$ cat src/rtl/psm_pkg.sv
package psm_pkg;

    localparam int SIDES      = 4;
    localparam int SIDE_W     = $clog2(SIDES);
    localparam int SEL_W      = 3;
    localparam int KIND_SHORT = 0;
    localparam int KIND_LONG  = 1;

    // Source selector code for one departing wire.
    typedef enum logic [SEL_W-1:0] {
        SRC_NONE    = 3'd0,
        SRC_N       = 3'd1,
        SRC_E       = 3'd2,
        SRC_S       = 3'd3,
        SRC_W       = 3'd4,
        SRC_PARTNER = 3'd5,
        SRC_BLOCK   = 3'd6,
        SRC_OFF     = 3'd7
    } src_sel_e;

    function automatic int opposite_side(input int side);
        return (side + SIDES / 2) % SIDES;
    endfunction

    function automatic int field_index(input int side, input int pair, input int kind,
                                       input int pairs);
        return (side * pairs + pair) * 2 + kind;
    endfunction

endpackage

$ cat src/rtl/psm_cfg_chain.sv
module psm_cfg_chain #(
    parameter int CFG_BITS = 114
) (
    input  logic                clk,
    input  logic                rst,
    input  logic                shift_en,
    input  logic                sdi,
    input  logic                load,
    output logic [CFG_BITS-1:0] shadow_q,
    output logic [CFG_BITS-1:0] active_q
);

    // The shadow word shifts toward the MSB. The active word copies the
    // pre-shift shadow only on a load edge.
    always_ff @(posedge clk) begin
        if (rst) begin
            shadow_q <= '0;
            active_q <= '0;
        end else begin
            if (shift_en)
                shadow_q <= {shadow_q[CFG_BITS-2:0], sdi};
            if (load)
                active_q <= shadow_q;
        end
    end

endmodule

$ cat src/rtl/psm_wire_mux.sv
module psm_wire_mux
    import psm_pkg::*;
#(
    parameter int OWN_SIDE = 0
) (
    input  logic [SEL_W-1:0] sel_i,
    input  logic [SIDES-1:0] same_kind_i,
    input  logic             partner_i,
    input  logic             block_i,
    output logic             wire_o
);

    logic [SIDE_W-1:0] src_side;
    src_sel_e          code;

    assign code     = src_sel_e'(sel_i);
    assign src_side = sel_i[SIDE_W-1:0] - SIDE_W'(1);

    always_comb begin
        wire_o = 1'b0;
        unique case (code)
            SRC_N, SRC_E, SRC_S, SRC_W: begin
                if (src_side != SIDE_W'(OWN_SIDE))
                    wire_o = same_kind_i[src_side];
            end
            SRC_PARTNER: wire_o = partner_i;
            SRC_BLOCK:   wire_o = block_i;
            SRC_NONE, SRC_OFF: wire_o = 1'b0;
            default:     wire_o = 1'b0;
        endcase
    end

endmodule

$ cat src/rtl/psm_blk_port.sv
module psm_blk_port #(
    parameter int PAIRS   = 4,
    parameter int BLK_INS = 6,
    parameter int BSEL_W  = 3
) (
    input  logic [2*PAIRS-1:0]        side_wires_i,
    input  logic [BLK_INS*BSEL_W-1:0] sel_i,
    output logic [BLK_INS-1:0]        feed_o
);

    for (genvar gi = 0; gi < BLK_INS; gi++) begin : g_feed
        assign feed_o[gi] = side_wires_i[sel_i[gi*BSEL_W +: BSEL_W]];
    end

endmodule

$ cat src/rtl/pair_switch_matrix.sv
module pair_switch_matrix
    import psm_pkg::*;
#(
    parameter int PAIRS    = 4,
    parameter int BLK_OUTS = 4,
    parameter int BLK_INS  = 6,
    parameter int BLK_SIDE = 2
) (
    input  logic                     clk,
    input  logic                     rst,
    input  logic                     cfg_shift_en,
    input  logic                     cfg_sdi,
    input  logic                     cfg_load,
    input  logic [SIDES*PAIRS-1:0]   sh_in,
    input  logic [SIDES*PAIRS-1:0]   lg_in,
    input  logic [BLK_OUTS-1:0]      blk_drive,
    output logic [SIDES*PAIRS-1:0]   sh_out,
    output logic [SIDES*PAIRS-1:0]   lg_out,
    output logic [BLK_INS-1:0]       blk_feed
);

    localparam int NW         = SIDES * PAIRS;
    localparam int OUT_FIELDS = NW * 2;
    localparam int BSEL_W     = $clog2(2 * PAIRS);
    localparam int OUT_BITS   = OUT_FIELDS * SEL_W;
    localparam int CFG_BITS   = OUT_BITS + BLK_INS * BSEL_W;

    logic [CFG_BITS-1:0] shadow_q;
    logic [CFG_BITS-1:0] active_q;

    psm_cfg_chain #(.CFG_BITS(CFG_BITS)) u_chain (
        .clk      (clk),
        .rst      (rst),
        .shift_en (cfg_shift_en),
        .sdi      (cfg_sdi),
        .load     (cfg_load),
        .shadow_q (shadow_q),
        .active_q (active_q)
    );

    for (genvar gs = 0; gs < SIDES; gs++) begin : g_side
        localparam int OPP = opposite_side(gs);
        for (genvar gp = 0; gp < PAIRS; gp++) begin : g_pair
            for (genvar gk = 0; gk < 2; gk++) begin : g_kind
                localparam int F = field_index(gs, gp, gk, PAIRS);
                logic [SIDES-1:0] same_v;
                logic             partner_w;
                logic             inject_w;
                logic             wire_w;

                for (genvar gg = 0; gg < SIDES; gg++) begin : g_same
                    if (gk == KIND_LONG) begin : g_l
                        assign same_v[gg] = lg_in[gg*PAIRS+gp];
                    end else begin : g_s
                        assign same_v[gg] = sh_in[gg*PAIRS+gp];
                    end
                end

                if (gk == KIND_LONG) begin : g_pl
                    assign partner_w = sh_in[OPP*PAIRS+gp];
                end else begin : g_ps
                    assign partner_w = lg_in[OPP*PAIRS+gp];
                end

                if (gs == BLK_SIDE && gk == KIND_SHORT && gp < BLK_OUTS) begin : g_inj
                    assign inject_w = blk_drive[gp];
                end else begin : g_noinj
                    assign inject_w = 1'b0;
                end

                psm_wire_mux #(.OWN_SIDE(gs)) u_mux (
                    .sel_i       (active_q[F*SEL_W +: SEL_W]),
                    .same_kind_i (same_v),
                    .partner_i   (partner_w),
                    .block_i     (inject_w),
                    .wire_o      (wire_w)
                );

                if (gk == KIND_LONG) begin : g_ol
                    assign lg_out[gs*PAIRS+gp] = wire_w;
                end else begin : g_os
                    assign sh_out[gs*PAIRS+gp] = wire_w;
                end
            end
        end
    end

    psm_blk_port #(
        .PAIRS   (PAIRS),
        .BLK_INS (BLK_INS),
        .BSEL_W  (BSEL_W)
    ) u_blk (
        .side_wires_i ({lg_in[BLK_SIDE*PAIRS +: PAIRS], sh_in[BLK_SIDE*PAIRS +: PAIRS]}),
        .sel_i        (active_q[OUT_BITS +: BLK_INS*BSEL_W]),
        .feed_o       (blk_feed)
    );

endmodule

$ cat config.mk
export PLATFORM = sky130hd
export DESIGN_NAME = pair_switch_matrix
export DESIGN_NICKNAME = d
export VERILOG_FILES = /design/src/rtl/psm_pkg.sv /design/src/rtl/psm_cfg_chain.sv /design/src/rtl/psm_wire_mux.sv /design/src/rtl/psm_blk_port.sv /design/src/rtl/pair_switch_matrix.sv
export SDC_FILE = /design/constraint.sdc
export NUM_CORES = 1
export LEC_CHECK = 0
export CAP_MARGIN = 20
export CORE_ASPECT_RATIO = 0.9
export CORE_UTILIZATION = 25
export CTS_BUF_LIST = sky130_fd_sc_hd__clkbuf_4 sky130_fd_sc_hd__clkbuf_8
export CTS_CLUSTER_DIAMETER = 50
export DETAILED_ROUTE_END_ITERATION = 8
export MAX_ROUTING_LAYER = met4
export PLACE_DENSITY = 0.38
export SYNTH_ARGS = -nofsm -noshare
export SYNTH_HDL_FRONTEND = slang
export SYNTH_SLANG_ARGS = --single-unit
$ cat constraint.sdc
create_clock -name clk -period 3.6 [get_ports clk]
set_clock_uncertainty 0.1 [all_clocks]
set_input_delay 0.54 -clock clk [delete_from_list [all_inputs] [get_ports clk]]
set_output_delay 0.54 -clock clk [all_outputs]
set_load 0.05 [all_outputs]
==> Word-level counts from Yosys, hierarchy flattened <==
Index checks and enable logic that the tools add are counted.
{ "word_totals": {"mem_count": 0, "output_inout_bits": 38, "ff_bits": 228, "ram_bits": 0, "mem_bits_ro": 0, "latchBits": 0} }
{ "classes": {"n_addsub": 32, "mul": 0, "muxes": 140, "bitwise": 0, "n_div": 0, "magnitude_cmp": 38, "n_eq_ne": 248, "n_reduce_logical": 104, "n_shift": 0} }
{ "ops": {"columns": ["operator", "n"], "rows": [
  ["$eq A3 B3 Y1 const B", 128],
  ["$eq A3 B2 Y1 const B", 64],
  ["$reduce_or A4 Y1", 32],
  ["$eq A3 B1 Y1 const B", 32],
  ["$logic_not A3 Y1", 32],
  ["$lt A2 B3 Y1 const B", 32],
  ["$pmux W1 S3", 28],
  ["$reduce_or A3 Y1", 28],
  ["$mux W1", 70],
  ["$bmux W1 S2", 32],
  ["$sub A2 B1 Y2 const B", 32],
  ["$ne A2 B2 Y1 const B", 16],
  ["$lt A3 B4 Y1 const B", 6],
  ["$bmux W1 S3", 6],
  ["$ne A2 B1 Y1 const B", 8],
  ["$pmux W1 S4", 4],
  ["$reduce_bool A2 Y1", 8],
  ["$reduce_or A2 Y1", 4]
]} }

==> Depth between registers and ports, before layout <==
Gate-level depths: netlist of the first run.
{ "depth": {"ltp_word": 5, "depth_mapped": 6, "mapped_depth_nobuf": 5} }

==> Cells and area by module <==
From an unflattened synthesis of the first run, not the netlist that was laid out.
{ "unflattened": {"cells_unflattened": 1210, "area_unflattened_um2": 12722.2} }
{ "by_module_without_submodules": {"columns": ["module", "instances", "area_each_um2", "seq_area_each_um2", "cells_per_inst"], "rows": [
  ["psm_cfg_chain", 1, 8131.5, 4564.4, 735],
  ["psm_wire_mux (g_side[0].g_pair[0].g_kind[0].u_mux ...)", 16, 135.1, 0.0, 15],
  ["psm_wire_mux (g_side[2].g_pair[0].g_kind[0].u_mux ...)", 8, 115.1, 0.0, 12],
  ["psm_wire_mux (g_side[3].g_pair[0].g_kind[0].u_mux ...)", 8, 110.1, 0.0, 11],
  ["psm_blk_port", 1, 382.9, 0.0, 18],
  ["pair_switch_matrix", 1, 244.0, 0.0, 33]
]} }

==> Least setup slack after synthesis of the first run <==
Ideal clock, no wire load.
{ "synth_timing": {"path_type": "register to output", "from": "register u_chain.active_q[87]", "to": "output lg_out[14]", "path_slack_ns": 1.368, "stages_incl_launch_ff": 6, "arrival_ns": 1.592, "n_path_buf": 1, "required_ns": 2.960, "path_cell_list": "dfxtp_1 inv_1 ha_1 mux4_2 a32o_1 buf_4"} }
{ "synth_via": {"elab_chain_len": 5, "word_cells_on_any_way": 16, "cone_classes": "add/sub (1); eq/ne (8); mux (4); reduce/logical (3)"} }
{ "synth_lines": {"columns": ["element", "line", "source"], "rows": [
  ["start: declaration", "psm_cfg_chain.sv:10", "output logic [CFG_BITS-1:0] active_q"],
  ["start signal: assignment", "psm_cfg_chain.sv:23", "active_q <= shadow_q;"],
  ["$sub A2 B1 Y2", "psm_wire_mux.sv:17", "assign src_side = sel_i[SIDE_W-1:0] - SIDE_W'(1);"],
  ["$bmux W1 S2", "psm_wire_mux.sv:24", "wire_o = same_kind_i[src_side];"],
  ["$mux W1 (implied by the code)", "psm_wire_mux.sv:24", null],
  ["$mux W1", "psm_wire_mux.sv:23", "if (src_side != SIDE_W'(OWN_SIDE))"],
  ["$pmux W1 S3 *", "psm_wire_mux.sv:21", "unique case (code)"],
  ["end: declaration", "pair_switch_matrix.sv:18", "output logic [SIDES*PAIRS-1:0] lg_out,"]
]} }
Mark *: on every way between the ends. The rest lies on a longest branch, timed or not. The select of a mux whose other input is x is not followed.

==> Worst setup path after layout of the first run <==
{ "layout_timing": {"from": "register u_chain.active_q[93]", "to": "output lg_out[15]"} }
The elaborated chain is that of the path after synthesis.

==> flow_summary_export.csv, run 1 <==
group,metric,value,unit
status,status,"completed",
cts,clock_latency,560,ps
setup_path,critical_path.slowest_cell,"clkdlybuf4s50_1",
layout,multiInputGateArea,6840,µm²
setup_path,slowest_delay,800,ps
yosys,seq_area_frac_synth,0.371,
route,via_per_inst,4.31,
place,place_inst,1832,
timing,max_freq,301,MHz
cts,tritoncts,"built",
job,drv_cap,0,
pwr,power_density,389,nW/µm²
setup_path,path_cells,"inv_1 -> ha_1 -> or3_1 -> a21oi_1 -> a32o_1 -> clkdlybuf4s50_1",
route,totalWireLength,28.5,mm
pwr,vdd_ir_drop_max,0.216,mV
timing,fin_crit,3320,ps
grt,grt_pass1_vias,8027,
yosys,synth_top_area_cell,"dfxtp_1",
cts,root_buffer,"clkbuf_8",
timing,min_period_over_period,0.923,
route,via_count,8249,
die,die_x,236,µm
place,place_area,13600,µm²
yosys,synth_top_flop_cell,"dfxtp_1",
cts,hold_buffers,0,
cts,cts_made_buffers,43,
cts,htree_levels,2,
grt,grt.total_usage,0.117,
die,start_util,0.255,
pwr,p_leak,0.00638,µW
place,place_ws,464,ps
setup_path,crit_type,"reg2out",
layout,syn_to_final_growth,18.5,%
die,pin_count,79,
yosys,synth-edff-count,0,
route,drc_errors,0,
cts,clk_path_buf_depth,3,
cts,clk_pin_slew,60,ps
min_path,hold_path_class,"in2reg",
timing,grt_setup_unrepaired,"false",
route,first_iter_violations,278,
route,drtPass1Iterations,4,
setup_path,cp-end-kind,"primary output",
grt,grt-ovfl-total,0,
grt,grt_max_degree,85,
cts,clock-sinks,228,
yosys,async_flop_share,0,
die,die_y,212,µm
setup_path,worstSetupStartpointType,"flip-flop",
setup_path,arrival,2680,ps
setup_path,cp_max_fo,5,
timing,relSlewSlack,0.504,
die,num_rows,76,
route,wire_per_inst,14.9,µm
yosys,synth_nets,1382,
place,dpl.hpwl,19.7,mm
layout,drive_gt1_frac,0.133,
grt,antenna_found_initial,0,
yosys,synth_cells,1201,
timing,slew_violations,0,
route,detail-route-antenna-nets,0,
layout,antenna_cells,0,
timing,worst_slew_pin_slew,744,ps
yosys,yosysMostFrequentCell,"nor2_1",
layout,fin_area,14600,µm²
place,port_buffers,78,
die,coreArea,48200,µm²
layout,nNetsFinal,1434,
layout,final-seq-area,4560,µm²
yosys,ys_types,24,
yosys,netlist_area,12300,µm²
grt,grt_pass1_wl,45.3,mm
die,die_area,50100,µm²
timing,finalSetupTns,0,ps
timing,final.setup.worst_slack,278,ps
yosys,yosys_warnings,0,
timing,finalSetupViolCount,0,
timing,finalHoldViolations,0,
yosys,yosys-top-cells-count,"260 x nor2_1, 228 x dfxtp_1, 228 x mux2i_1",
setup_path,worstPathRequired,2960,ps
yosys,ys_seq_elements,228,
place,routabilityCongestion,0.734,
layout,stdcell_count,1912,
cts,cts_setup_buffers,0,
layout,fillers,4945,
yosys,avgSynthCellArea,10.2,µm²
yosys,synth_top_area_share,0.371,
yosys,yosys-top-cells-area,"dfxtp_1 37%, mux2i_1 19%, ha_1 14%",
-- worst paths after layout --
path	cells after the start	startpoint	to	slack [ps]
max	6	u_chain.active_q[93]	lg_out[15]	280
min	2	rst	u_chain.shadow_q[37]	350
max reg2reg	2	u_chain.active_q[18]	u_chain.active_q[18]	2720
min reg2reg	2	u_chain.active_q[107]	u_chain.active_q[107]	410
-- repair_timing --
item	4_1_cts	5_1_grt
hold endpoints to repair	0	0
gates resized for setup	0	1
setup endpoints to repair	0	1
-- layer usage --
layer | wire [µm] | GRT usage | share of wire
met1 | 14500 | 0.161 | 0.51
met2 | 12300 | 0.176 | 0.43
met3 | 1260 | 0.0222 | 0.044
met4 | 441 | 0.0316 | 0.015
met5 | 0 | - | 0
-- kinds of logic (layout without fill, tap and decap cells) --
logic type | after synthesis | after routing | share of synthesized area
AND/OR/NAND/NOR | 312 | 312 | 0.101
AO/OA/AOI/OAI | 64 | 64 | 0.0354
adder cells (fa/ha/maj) | 140 | 140 | 0.142
flip-flops | 228 | 228 | 0.371
multiplexers | 278 | 278 | 0.277
buffers and inverters | 179 | 266 | 0.0733
-- registers in the layout, indices dropped and copies added, names as in the netlist --
register          count
u_chain.active_q    114
u_chain.shadow_q    114
-- critical path, delay by kind of cell (launching register included) --
family	cells	cell delay (ps)
buf+inv	2	890
flops	1	430
simple gates	1	300
compound gates	2	290
fa+ha+maj	1	200
-- where the power goes --
group	switching (µW)	total (µW)	internal, µW
Clock	1150	2800	1650
Combinational	201	349	147
Sequential	2.02	2530	2530
-- through the flow --
step	utilization	total power (µW)	hold WS, ps
after global placement	0.282	2940	392
after floorplan	-	2800	360
after global routing	0.303	5950	366
after CTS	0.302	5820	344
final	0.303	5670	350
after detailed placement	0.282	2940	401
-- layout make-up --
type                       count  share of cell area
multi-input combinational    794               0.469
sequential                   228               0.313
timing repair buffer          98              0.0746
clock buffer                  69              0.0608
tap                          624              0.0535
inverter                      88              0.0226
clock inverter                11             0.00661
-- cell usage in the layout, fill, tap and decap left out --
cell               n
mux4_1            17
clkinv_2           5
dlymetal6s2s_1     1
o31ai_1           20
inv_1             88
nor3b_1            4
or3_1              8
clkinv_4           2
ha_1             140
a22o_1             4
nand3_1           20
a21oi_1           28
clkbuf_8          59
buf_6              3
inv_6              1
mux4_2            27
nand2_1            8
mux2i_1          228
a32o_1             8
clkinvlp_4         2
nor3_1            12
mux2_2             6
buf_4             36
bufinv_16          1
buf_12            19
dfxtp_1          228
clkbuf_4          10
clkdlybuf4s50_1   39
o211ai_1           4
nor2_1           260
No activity file was read; power rests on OpenSTA's default activity.
==> run 2, diff against run 1 <==
CORE_ASPECT_RATIO = 1.2   (was 0.9)
CTS_CLUSTER_SIZE = 40   (was default)
clock period = 3.32 ns   (was 3.6 ns; I/O delays follow)
==> run 2 against run 1 <==
Sequential cell count stayed put. Clock-buffer cell count down 39. Die area barely moved. Final cell count shrank 1.0%. First-iteration DRC count grew 21%. Via count is 0.90% lower. Combinational power grew 10%. Critical endpoint is now sh_out[2]. Routed wire length grew 1.7%.
==> flow_summary_export.csv, run 2 (synthesis gave the netlist of run 1 again) <==
group,metric,value,unit
place,dpl.hpwl,20.1,mm
grt,grt_max_degree,87,
timing,relSlewSlack,0.512,
route,detail-route-antenna-nets,0,
job,drv_cap,0,
cts,htree_levels,1,
grt,grt-ovfl-total,0,
cts,clk_path_buf_depth,3,
cts,root_buffer,"clkbuf_8",
min_path,worstHoldStart,"rst",
grt,grt_pass1_vias,8239,
die,num_rows,88,
layout,final_util,0.298,
setup_path,rr_endpoint,"u_chain.active_q[3]",
cts,post_cts_resized,0,
layout,drive_gt1_frac,0.117,
route,m1WireLength,13.7,mm
setup_path,cp_common_cell,"inv_1",
die,start_util,0.255,
layout,syn_to_final_growth,17.0,%
cts,clock-sinks,228,
setup_path,cp_max_fo,6,
setup_path,arrival,2520,ps
setup_path,crit_type,"reg2out",
min_path,hold_path_depth,2,
setup_path,reg2reg_from,"u_chain.active_q[3]",
die,die_x,205,µm
cts,cts_setup_buffers,0,
grt,grt_pass1_wl,46.1,mm
min_path,hold_end,"u_chain.shadow_q[40]",
layout,layout_common_cells,"260 x nor2_1, 228 x mux2i_1, 228 x dfxtp_1, 140 x ha_1, 88 x inv_1",
cts,cts_made_buffers,29,
timing,min_period_over_period,0.938,
setup_path,slowest_delay,480,ps
route,dr_wl_met2,14.0,mm
setup_path,r2r_cells,2,
die,coreArea,48300,µm²
timing,slew_violations,0,
cts,clock_latency,620,ps
route,wire_per_inst,15.3,µm
status,status,"completed",
layout,largestRegisters,"u_chain.active_q (114), u_chain.shadow_q (114)",
layout,final_common_cell,"nor2_1",
layout,fillers,4967,
cts,hold_buffers,0,
route,via_per_inst,4.32,
timing,worst_slew_pin_slew,731,ps
route,drc_errors,0,
die,pin_count,79,
route,first_iter_violations,335,
timing,finalSetupViolCount,0,
timing,grt_setup_unrepaired,"false",
route,totalWireLength,29.0,mm
grt,antenna_found_initial,2,
pwr,p_leak,0.00622,µW
pwr,vdd_ir_drop_max,0.232,mV
setup_path,worstPathRequired,2720,ps
route,dr_wl_met3,767,µm
place,routabilityCongestion,0.707,
place,port_buffers,78,
timing,finalSetupTns,0,ps
setup_path,worstSetupStartpointType,"flip-flop",
die,die_area,50100,µm²
setup_path,critical_path.slowest_cell,"dfxtp_1",
timing,finalHoldViolations,0,
timing,fin_crit,3110,ps
pwr,power_density,395,nW/µm²
route,top_layer,"met4",
setup_path,path_cells,"inv_1 -> ha_1 -> mux4_2 -> inv_1 -> o31ai_1 -> buf_4 -> buf_12",
grt,grt.total_usage,0.120,
setup_path,rrSetupSlack,2460,ps
timing,max_freq,321,MHz
die,die_y,245,µm
setup_path,cp-end-kind,"primary output",
cts,clk_pin_slew,90,ps
layout,nNetsFinal,1419,
cts,tritoncts,"built",
route,via_count,8175,
route,drtPass1Iterations,4,
min_path,hold_path_class,"in2reg",
run 2: changes by cell type in the layout (fill, tap and decap cells not counted), moves of 3 or more:
cell,previous run,this run
buf_12,19,24
clkinv_8,0,3
inv_6,1,4
clkinv_2,5,1
buf_4,36,33
bufinv_16,1,5
clkbuf_8,59,30
clkbuf_4,10,0
clkinv_4,2,6
run 2: worst max-delay path, delay by kind of cell (launching register included):
kind	cells	cell delay, ps
buf+inv	4	500
flops	1	480
mux	1	220
compound gates	1	400
fa+ha+maj	1	310
run 2: worst max path at each step:
stage,from,to,slack [ps],cells past startpoint
3_5_place_dp,lg_in[11],lg_out[7],430,5
2_1_floorplan,u_chain.active_q[87],lg_out[14],1130,5
5_1_grt,u_chain.active_q[12],sh_out[2],20,7
4_1_cts,u_chain.active_q[12],sh_out[2],100,7
6_report,u_chain.active_q[12],sh_out[2],210,7
3_3_place_gp,sh_in[10],sh_out[2],390,7
run 2: stage by stage:
step | hold WS (ps) | std cells | area, µm² | total power, µW | setup WS, ps
after floorplan | 360 | 1201 | 12300 | 3040 | 1130
after global placement | 390 | 1837 | 13700 | 3190 | 388
after CTS | 221 | 1891 | 14400 | 5840 | 99.1
after global routing | 262 | 1892 | 14400 | 5950 | 21.2
after detailed placement | 399 | 1837 | 13700 | 3190 | 427
final | 253 | 1892 | 14400 | 5690 | 206
run 2: where the power goes:
| group | switching, µW | internal (µW) | total [µW] |
|---|---|---|---|
| clock | 1260 | 1310 | 2570 |
| sequential | 2.40 | 2730 | 2740 |
| combinational | 222 | 161 | 384 |
| total | 1480 | 4210 | 5690 |
run 2: routing by layer:
metal	up-vias	track usage
met5	-	-
met4	0	0.0338
met3	33	0.0149
met2	82	0.199
met1	3930	0.152
li1	4130	-
run 2: cell type report:
class                   instances  area, µm²  share of cell area
diodes                          1       2.50            0.000174
well taps                     630        788              0.0547
clock buffers                  30        413              0.0287
multi-input cells             794       6840               0.475
clock inverters                24        333              0.0231
flip-flops and latches        228       4560               0.317
inverters                      88        330              0.0229
repair buffers                 97       1130              0.0786
==> run 3, diff against run 2 <==
REMOVE_ABC_BUFFERS = 1   (was default)
TNS_END_PERCENT = 50   (was default)
==> run 3 against run 2 <==
Clock power is 5% higher. Via count is 0.23% higher. Largest power group unchanged. Critical path type unchanged. Utilization is 0.083 points higher.
==> flow_summary_export.csv, run 3 (synthesis gave the netlist of run 1 again) <==
group,metric,value,unit
status,status,"completed",
place,routabilityCongestion,0.704,
pwr,p_leak,0.00626,µW
cts,hold_buffers,0,
route,first_iter_violations,235,
setup_path,cp_max_fo,6,
grt,grt.total_usage,0.120,
die,coreArea,48300,µm²
die,die_y,245,µm
layout,nNetsFinal,1425,
setup_path,worstSetupStartpointType,"flip-flop",
setup_path,worstPathRequired,2720,ps
setup_path,cp-end-kind,"primary output",
cts,clk_pin_slew,80,ps
cts,clock_latency,530,ps
die,start_util,0.255,
die,die_x,205,µm
grt,grt_max_degree,67,
die,num_rows,88,
setup_path,crit_type,"reg2out",
setup_path,path_delay_family,"compound AO/OA/AOI/OAI gates",
setup_path,arrival,2440,ps
layout,antenna_cells,0,
cts,clock-sinks,228,
layout,largestRegisters,"u_chain.active_q (114), u_chain.shadow_q (114)",
route,totalWireLength,29.0,mm
timing,slew_violations,0,
route,drc_errors,0,
die,die_area,50100,µm²
timing,fin_crit,3040,ps
layout,multiInputGateArea,6840,µm²
pwr,power_density,403,nW/µm²
route,detail-route-antenna-nets,0,
die,pin_count,79,
timing,finalSetupViolCount,0,
place,dpl.hpwl,19.5,mm
job,drv_cap,0,
grt,grt-ovfl-total,0,
cts,clk_path_buf_depth,3,
setup_path,cp_common_cell,"inv_1",
cts,tritoncts,"built",
route,via_per_inst,4.32,
setup_path,slowest_delay,510,ps
setup_path,path_cells,"inv_1 -> ha_1 -> mux4_2 -> inv_1 -> o31ai_1 -> buf_12",
timing,grt_setup_unrepaired,"false",
route,wire_per_inst,15.3,µm
timing,max_freq,329,MHz
cts,root_buffer,"clkbuf_8",
layout,final_common_cell,"nor2_1",
route,via_count,8194,
layout,layout_common_cells,"260 x nor2_1, 228 x mux2i_1, 228 x dfxtp_1, 140 x ha_1, 88 x inv_1",
cts,post_cts_resized,0,
setup_path,path_buf_inv,3,
timing,finalSetupTns,0,ps
timing,finalHoldViolations,0,
layout,syn_to_final_growth,17.4,%
layout,final-seq-area,4560,µm²
cts,cts_setup_buffers,0,
cts,cts_made_buffers,34,
place,port_buffers,78,
layout,fillers,4986,
route,drtPass1Iterations,4,
layout,drive_gt1_frac,0.121,
timing,worst_slew_pin_slew,612,ps
grt,antenna_found_initial,0,
timing,relSlewSlack,0.589,
layout,final_util,0.299,
pwr,vdd_ir_drop_max,0.159,mV
timing,min_period_over_period,0.916,
grt,grt_pass1_wl,46.0,mm
grt,grt_pass1_vias,8167,
min_path,hold_path_class,"in2reg",
cts,htree_levels,2,
setup_path,critical_path.slowest_cell,"o31ai_1",
[run 3: cell count changes in the layout (fill, tap and decap cells not counted)]
cell | before | now
clkbuf_8 | 30 | 37
clkinv_2 | 1 | 8
clkinv_4 | 6 | 0
clkbuf_4 | 0 | 4
clkinv_8 | 3 | 0
inv_6 | 4 | 2
buf_4 | 33 | 34
clkinvlp_4 | 4 | 3
diode_2 | 1 | 0
[run 3: through the flow]
step,power (µW),std cells,hold WS [ps],instance area [µm²],setup slack (ps)
CTS,5980,1898,254,14400,176
detailed placement,3200,1838,395,13700,275
global placement,3200,1838,389,13700,274
finish,5810,1898,266,14400,278
global route,6100,1898,271,14400,49.6
floorplan,2920,1110,360,11700,422
[run 3: power breakdown]
group | internal (µW) | total [µW] | switching [µW]
Sequential | 2740 | 2740 | 2.35
Clock | 1490 | 2690 | 1200
Combinational | 161 | 384 | 223
Total | 4390 | 5810 | 1420
[run 3: worst paths after layout]
path,from,to,slack [ps],depth (start not counted)
worst max-delay path,u_chain.active_q[6],sh_out[1],280,6
worst min-delay path,rst,u_chain.active_q[43],270,2
worst max register to register,u_chain.active_q[51],u_chain.active_q[51],2470,2
worst min register to register,u_chain.shadow_q[113],u_chain.active_q[113],410,2
[run 3: metal layers]
| metal | up-vias | routed length (µm) | GRT usage |
|---|---|---|---|
| met3 | 53 | 907 | 0.0206 |
| met4 | 0 | 722 | 0.0388 |
| met2 | 90 | 13900 | 0.200 |
| li1 | 4154 | - | - |
| met1 | 3897 | 13400 | 0.146 |
| met5 | - | 0 | - |
[run 3: final cells by class]
cell class,count,share of cell area
multi-input combinational,794,0.473
timing repair buffer,98,0.0789
clock buffer,41,0.0373
sequential,228,0.316
inverter,88,0.0229
tap,630,0.0546
clock inverter,19,0.0167
